<file path="config.mk">
export PLATFORM = sky130hd
export DESIGN_NAME = lock_state_tracker
export DESIGN_NICKNAME = d
export VERILOG_FILES = /design/src/rtl/lock_tracker_pkg.sv /design/src/rtl/lt_ref_qual.sv /design/src/rtl/lt_deadline.sv /design/src/rtl/lt_fsm.sv /design/src/rtl/lock_state_tracker.sv
export SDC_FILE = /design/constraint.sdc
export NUM_CORES = 1
export LEC_CHECK = 0
export ABC_CLOCK_PERIOD_IN_PS = 2890
export CAP_MARGIN = 20
export CORE_AREA = 4 4 41 43
export CTS_BUF_LIST = sky130_fd_sc_hd__clkbuf_8 sky130_fd_sc_hd__clkbuf_16
export DETAILED_ROUTE_END_ITERATION = 8
export DIE_AREA = 0 0 45 47
export DONT_BUFFER_PORTS = 1
export GPL_TIMING_DRIVEN = 0
export RECOVER_POWER = 25
export SLEW_MARGIN = 15
export SYNTH_ARGS = -nofsm -noshare
export SYNTH_HDL_FRONTEND = slang
export SYNTH_SLANG_ARGS = --single-unit
</file>
<file path="constraint.sdc">
create_clock -name clk -period 2.89 [get_ports clk]
set_input_delay 0.1445 -clock clk [delete_from_list [all_inputs] [get_ports clk]]
set_output_delay 0.1445 -clock clk [all_outputs]
set_load 0.02 [all_outputs]
</file>
<file path="src/rtl/lock_tracker_pkg.sv">
package lock_tracker_pkg;
  typedef enum logic [2:0] {
    ST_FREE = 3'b001,
    ST_HOLD = 3'b010,
    ST_LOCK = 3'b100,
    ST_PRE  = 3'b101,
    ST_PRE2 = 3'b110
  } lock_state_e;
endpackage

</file>
<file path="src/rtl/lt_ref_qual.sv">
module lt_ref_qual (
  input  logic ref_selected,
  input  logic act_alarm,
  input  logic freq_alarm,
  output logic ref_faulty
);
  // Reference is unusable when not applied or when any alarm is raised.
  assign ref_faulty = !ref_selected || act_alarm || freq_alarm;
endmodule

</file>
<file path="src/rtl/lt_deadline.sv">
module lt_deadline #(
  parameter int LOCK_LIMIT = 100
) (
  input  logic clk,
  input  logic rst_n,
  input  logic armed,    // machine sits in a pre-lock state
  input  logic restart,  // state changes this cycle
  input  logic tick,
  output logic expired
);
  localparam int CW = $clog2(LOCK_LIMIT + 1);
  localparam logic [CW-1:0] LAST = CW'(LOCK_LIMIT - 1);

  logic [CW-1:0] cnt_q;

  always_ff @(posedge clk) begin
    if (!rst_n || restart || !armed) cnt_q <= '0;
    else if (tick)                   cnt_q <= cnt_q + 1'b1;
  end

  assign expired = armed && tick && (cnt_q == LAST);
endmodule

</file>
<file path="src/rtl/lt_fsm.sv">
module lt_fsm
  import lock_tracker_pkg::*;
(
  input  logic        clk,
  input  logic        rst_n,
  input  logic        ref_faulty,
  input  logic        phase_locked,
  input  logic        revertive_en,
  input  logic        hp_restored,
  input  logic        expired,
  output lock_state_e state_q,
  output logic        armed,
  output logic        changing,
  output logic        reselect_q
);
  lock_state_e state_d;
  logic        timeout_take;

  always_comb begin
    state_d      = state_q;
    timeout_take = 1'b0;
    unique case (state_q)
      ST_FREE: if (!ref_faulty) state_d = ST_PRE;
      ST_PRE: begin
        if (ref_faulty)        state_d = ST_FREE;
        else if (phase_locked) state_d = ST_LOCK;
        else if (expired) begin
          state_d      = ST_FREE;
          timeout_take = 1'b1;
        end
      end
      ST_LOCK: begin
        if (ref_faulty)                       state_d = ST_HOLD;
        else if (revertive_en && hp_restored) state_d = ST_PRE2;
      end
      ST_HOLD: if (!ref_faulty) state_d = ST_PRE2;
      ST_PRE2: begin
        if (ref_faulty)        state_d = ST_HOLD;
        else if (phase_locked) state_d = ST_LOCK;
        else if (expired) begin
          state_d      = ST_HOLD;
          timeout_take = 1'b1;
        end
      end
      default: state_d = ST_FREE;
    endcase
  end

  always_ff @(posedge clk) begin
    if (!rst_n) begin
      state_q    <= ST_FREE;
      reselect_q <= 1'b0;
    end else begin
      state_q    <= state_d;
      reselect_q <= timeout_take;
    end
  end

  assign armed    = (state_q == ST_PRE) || (state_q == ST_PRE2);
  assign changing = (state_d != state_q);
endmodule

</file>
<file path="src/rtl/lock_state_tracker.sv">
module lock_state_tracker
  import lock_tracker_pkg::*;
#(
  parameter int LOCK_LIMIT = 100
) (
  input  logic       clk,
  input  logic       rst_n,
  input  logic       ref_selected,
  input  logic       act_alarm,
  input  logic       freq_alarm,
  input  logic       phase_locked,
  input  logic       revertive_en,
  input  logic       hp_restored,
  input  logic       sec_tick,
  output logic [2:0] state_code,
  output logic       reselect_req
);
  logic        ref_faulty, armed, changing, expired;
  lock_state_e state_q;

  lt_ref_qual u_qual (
    .ref_selected(ref_selected),
    .act_alarm   (act_alarm),
    .freq_alarm  (freq_alarm),
    .ref_faulty  (ref_faulty)
  );

  lt_deadline #(.LOCK_LIMIT(LOCK_LIMIT)) u_deadline (
    .clk    (clk),
    .rst_n  (rst_n),
    .armed  (armed),
    .restart(changing),
    .tick   (sec_tick),
    .expired(expired)
  );

  lt_fsm u_fsm (
    .clk         (clk),
    .rst_n       (rst_n),
    .ref_faulty  (ref_faulty),
    .phase_locked(phase_locked),
    .revertive_en(revertive_en),
    .hp_restored (hp_restored),
    .expired     (expired),
    .state_q     (state_q),
    .armed       (armed),
    .changing    (changing),
    .reselect_q  (reselect_req)
  );

  assign state_code = state_q;
endmodule

</file>
After elaboration in Yosys (flattened, before gate mapping)
Cells that the tools add are included.
{ "totals": {"reg_bits": 11, "latchBits": 0, "mem_bits_rw": 0, "rom_bits": 0, "input_bits": 9, "wordCells": 38, "mem_count": 0} }
{ "classes": {"n_addsub": 1, "multipliers": 0, "div_mod_pow": 0, "magnitude_cmp": 0, "n_eq_ne": 7, "n_shift": 0, "n_mux": 12, "bitwise": 2, "reduce_logical": 13} }
{ "ops": {"columns": ["cell", "n"], "rows": [
  ["$mux W3", 10],
  ["$pmux W3 S5", 1],
  ["$eq A3 B3 Y1 const B", 3],
  ["$add A7 B1 Y7 const B", 1],
  ["$eq A7 B7 Y1 const B", 1],
  ["$logic_or A1 B1 Y1", 5],
  ["$reduce_or A4 Y1", 1],
  ["$eq A3 B1 Y1 const B", 1],
  ["$eq A3 B2 Y1 const B", 1],
  ["$logic_and A1 B1 Y1", 3],
  ["$logic_not A1 Y1", 3],
  ["$ne A3 B3 Y1", 1],
  ["$not A1 Y1", 2],
  ["$reduce_or A2 Y1", 1],
  ["$mux W1", 1]
]} }

Depth between registers and ports, before layout
{ "depth": {"word_depth": 11, "mapped_depth": 4} }

Modules after synthesis
From an unflattened synthesis, not the netlist that was laid out.
{ "unflattened": {"cells_unflattened": 68, "hier_area_um2": 601.8} }
{ "by_module_without_submodules": {"columns": ["module", "instances", "cells_each", "area_each_um2", "seq_area_each_um2"], "rows": [
  ["lt_deadline", 1, 35, 321.6, 140.1],
  ["lt_fsm", 1, 32, 271.5, 80.1],
  ["lt_ref_qual", 1, 1, 8.8, 0.0]
]} }

Least setup slack after synthesis
No wires, ideal clock.
{ "synth_timing": {"path_kind": "flip-flop to flip-flop", "startpoint": "reg u_deadline.cnt_q[0]", "endpoint": "reg u_deadline.cnt_q[6]", "setup_ns": 0.087, "t_arrival_ns": 1.210, "t_required_ns": 2.803, "path_slack_ns": 1.593, "stages_incl_launch_ff": 5, "n_path_buf": 0, "cell_sequence": "dfxtp_1 > ha_1 > nand4_1 > or3_1 > a211oi_1"} }
{ "synth_via": {"elab_chain_len": 9} }
{ "synth_lines": {"columns": ["item", "line_no", "rtl"], "rows": [
  ["start: declaration", "lt_deadline.sv:14", "logic [CW-1:0] cnt_q;"],
  ["start signal: assignment", "lt_deadline.sv:18", "else if (tick) cnt_q <= cnt_q + 1'b1;"],
  ["$eq A7 B7 Y1", "lt_deadline.sv:21", "assign expired = armed && tick && (cnt_q == LAST);"],
  ["$logic_and A1 B1 Y1", "lt_deadline.sv:21", null],
  ["$mux W3, on equally long branches", "lt_fsm.sv:40, lt_fsm.sv:27", null],
  ["$mux W3, on equally long branches", "lt_fsm.sv:39, lt_fsm.sv:26", null],
  ["$mux W3, on equally long branches", "lt_fsm.sv:38, lt_fsm.sv:25", null],
  ["$pmux W3 S5", "lt_fsm.sv:22", "unique case (state_q)"],
  ["$ne A3 B3 Y1", "lt_fsm.sv:60", "assign changing = (state_d != state_q);"],
  ["$logic_or A1 B1 Y1 (2 in a row)", "lt_deadline.sv:17", "if (!rst_n || restart || !armed) cnt_q <= '0;"]
]} }
Parallel ways exist; a longest one is shown, timed or not.
A chain may end at the register's enable or synchronous reset.

Worst setup path after layout
{ "layout_timing": {"startpoint": "reg u_fsm.state_q[1]", "endpoint": "reg u_deadline.cnt_q[6]"} }
{ "layout_via": {"elab_chain_len": 11} }
{ "layout_lines": {"columns": ["item", "line_no", "rtl"], "rows": [
  ["start: declaration", "lt_fsm.sv:11", "output lock_state_e state_q,"],
  ["start signal: assignment", "lt_fsm.sv:54", "state_q <= state_d;"],
  ["$eq A3 B3 Y1", "lt_fsm.sv:22, lt_fsm.sv:59", null],
  ["$logic_or A1 B1 Y1", "lt_fsm.sv:59", "assign armed = (state_q == ST_PRE) || (state_q == ST_PRE2);"],
  ["$logic_and A1 B1 Y1 (2 in a row)", "lt_deadline.sv:21", null],
  ["$mux W3, on equally long branches", "lt_fsm.sv:40, lt_fsm.sv:27", null],
  ["$mux W3, on equally long branches", "lt_fsm.sv:39, lt_fsm.sv:26", null],
  ["$mux W3, on equally long branches", "lt_fsm.sv:38, lt_fsm.sv:25", null],
  ["$pmux W3 S5", "lt_fsm.sv:22", null],
  ["$ne A3 B3 Y1", "lt_fsm.sv:60", null],
  ["$logic_or A1 B1 Y1", "lt_deadline.sv:17", null],
  ["$logic_or A1 B1 Y1 *", "lt_deadline.sv:17", null]
]} }
Every way passes the cells marked *; elsewhere a longest branch is shown, timed or not.

==> impl_metrics.env <==
export IMPL_ant_nets=0
export IMPL_arrival_ps=1620
export IMPL_clockBufferDepth=2
export IMPL_status="complete, no violations"
export IMPL_min_delay_start="rst_n"
export IMPL_initial_core_util_pct=39.6
export IMPL_hold_buffers=0
export IMPL_numClockSinks=11
export IMPL_grt_max_degree=9
export IMPL_die_y_um=47
export IMPL_clockRootBuffer="clkbuf_8"
export IMPL_routed_via_density=5.53
export IMPL_cts_resized=0
export IMPL_synth_top_area_share_pct=42.7
export IMPL_synth_top_cells_by_area="dfxtp_1 (43%), xor2_1 (6.8%), nor3_1 (4.9%), a211oi_1 (4.4%), o2111a_1 (4.4%)"
export IMPL_skew_ps=2.84
export IMPL_r2r_start="u_fsm.state_q[1]"
export IMPL_syn_to_final_growth_pct=12.4
export IMPL_vdd_ir_drop_max_mv=0.247
export IMPL_timing_final_ws_setup_ps=1410
export IMPL_coreArea_mm2=0.00130
export IMPL_cp_startpoint="u_fsm.state_q[1]"
export IMPL_final_setup_tns_ps=0
export IMPL_wl_per_cell_um=12.6
export IMPL_cts_setup_buffers=0
export IMPL_first_global_vias=352
export IMPL_tightest_slew_ps=489
export IMPL_synthesis_nets=64
export IMPL_preCtsSetupSlack_ps=1440
export IMPL_endpoint_kind="flip-flop"
export IMPL_synth_cells=54
export IMPL_slew_limit_headroom_pct=66.9
export IMPL_worstSkewPairLatency_ps=230
export IMPL_slew_violations=0
export IMPL_wl_um=917
export IMPL_rrSetupSlack_ps=1410
export IMPL_setup_violations_final=0
export IMPL_netlist_cell_type_count=25
export IMPL_die_area_mm2=0.00212
export IMPL_grt_pass1_wl_mm=1.49
export IMPL_place_gp_congestion=0.712
export IMPL_hold_viol_final=0
export IMPL_cts_buffers=3
export IMPL_overflow=0
export IMPL_die_w_um=45
export IMPL_synth_seq_area_share_pct=42.7
export IMPL_min_path_type="input pin to flip-flop"
export IMPL_ys_warn_count=0
export IMPL_port_buffers=0
export IMPL_p_leak_nw=0.204
export IMPL_drc=0
export IMPL_period_needed_ps=1480
export IMPL_period_share_pct=51.1
export IMPL_nFillCells=134
export IMPL_dp_cells=69
export IMPL_syn_area_um2=515
export IMPL_track_usage_pct=9.93
export IMPL_avgSynthCellArea_um2=9.55
export IMPL_htree_levels=1
export IMPL_core_rowCount=13
export IMPL_start_kind="flip-flop"
export IMPL_antenna_cells=0
export IMPL_dr_pass1_iters=4
export IMPL_path_class="flip-flop to flip-flop"
export IMPL_synth_top_area_cell="dfxtp_1"
export IMPL_max_freq_ghz=0.677
export IMPL_cts_tree="built"
export IMPL_nNetsFinal=69
export IMPL_dr_first_iter_drc_count=6
export IMPL_clk_pin_slew_ps=50
export IMPL_dp_hpwl_um=665
export IMPL_rsz0062_at_grt="no"
export IMPL_power_density_mw_per_mm2=530
export IMPL_io_pin_count=13
export IMPL_synth_seq_cells=11
export IMPL_stdcell_count=73
export IMPL_drive_above_1_share_pct=10.3
export IMPL_required_ps=3030
export IMPL_antenna_found_initial=0
export IMPL_vias=404
export IMPL_drv_cap=0
export IMPL_path_max_fanout=8
==> Yosys cell counts, drive strengths merged <==
cell type / n
mux2i: 1
or3: 2
nor2: 1
a31o: 1
and4bb: 1
nand3: 1
nor4b: 1
xnor2: 1
o2111a: 2
buf: 1
xor2: 4
nand4: 3
a21boi: 1
nor3b: 1
o31ai: 1
a21o: 1
dfxtp: 11
nand2: 5
o211ai: 1
ha: 1
nor3: 5
inv: 2
and4b: 1
a211oi: 3
o21ai: 2
==> per-stage QoR <==
stage	utilization (%)	total power [W]	instance area, µm²	hold WS [ps]
after detailed placement	41.1	0.000163	534	256
after floorplan	-	0.000162	515	243
after global placement	41.1	0.000163	534	258
final	44.5	0.000307	579	41.1
after global routing	44.5	0.000322	579	13.9
after CTS	44.5	0.000311	579	21.4
==> cell families (layout without fill, tap and decap cells) <==
family | Yosys count | in the layout | synth area share, %
AOI/OAI and AO/OA | 12 | 12 | 18.2
xor gates and xnor gates | 5 | 5 | 8.49
adders and majority gates | 1 | 1 | 2.43
buffers and inverters | 3 | 7 | 2.43
DFF | 11 | 11 | 42.7
muxes | 1 | 1 | 1.94
and+or+nand+nor | 21 | 21 | 23.8
==> power breakdown <==
group / switching [W] / total, W / internal, W
Clock: 0.0000540 / 0.000147 / 0.0000929
Sequential: 0.00000128 / 0.000154 / 0.000152
Combinational: 0.00000286 / 0.00000631 / 0.00000345
==> path summary, 6_finish.rpt <==
path,endpoint,depth (start not counted)
worst min register to register,u_deadline.cnt_q[6],2
worst max-delay path,u_deadline.cnt_q[6],4
worst max register to register,u_deadline.cnt_q[6],4
worst min-delay path,u_fsm.state_q[0],1
==> routing by layer <==
| layer | track usage, % | share of wire [%] |
|---|---|---|
| met1 | 12.9 | 49 |
| met2 | 13.3 | 43 |
| met3 | 4.98 | 6.2 |
| met4 | 5.26 | 1.4 |
| met5 | 0 | 0 |
==> sequential cells by signal, indices dropped and copies added (netlist names) <==
signal and cells:
u_fsm.reselect_q 1, u_deadline.cnt_q 7, u_fsm.state_q 3
==> worst max-delay path, stage by stage, from the launching register on <==
cell,delay [ps]
dfxtp_1,430
buf_2,230
xor2_1,150
nand3_1,270
a211oi_1,300
==> area by class of cell <==
class / count / area, µm² / area share (%)
multi-input combinational: 40 / 283 / 48.8
buffer: 1 / 5.00 / 0.864
inverter: 2 / 7.51 / 1.30
tap: 15 / 18.8 / 3.24
sequential: 11 / 220 / 38.0
clock inverter: 1 / 3.75 / 0.648
clock buffer: 3 / 41.3 / 7.13
==> layout by cell type (no fill, tap or decap), types with 2 or more instances in the layout <==
master,n
a211oi_1,3
clkbuf_8,3
dfxtp_1,11
inv_1,3
nand2_1,5
nand4_1,3
nor3_1,5
o2111a_1,2
o21ai_0,2
or3_1,2
xor2_1,4
(Power assumes the default switching activity.)
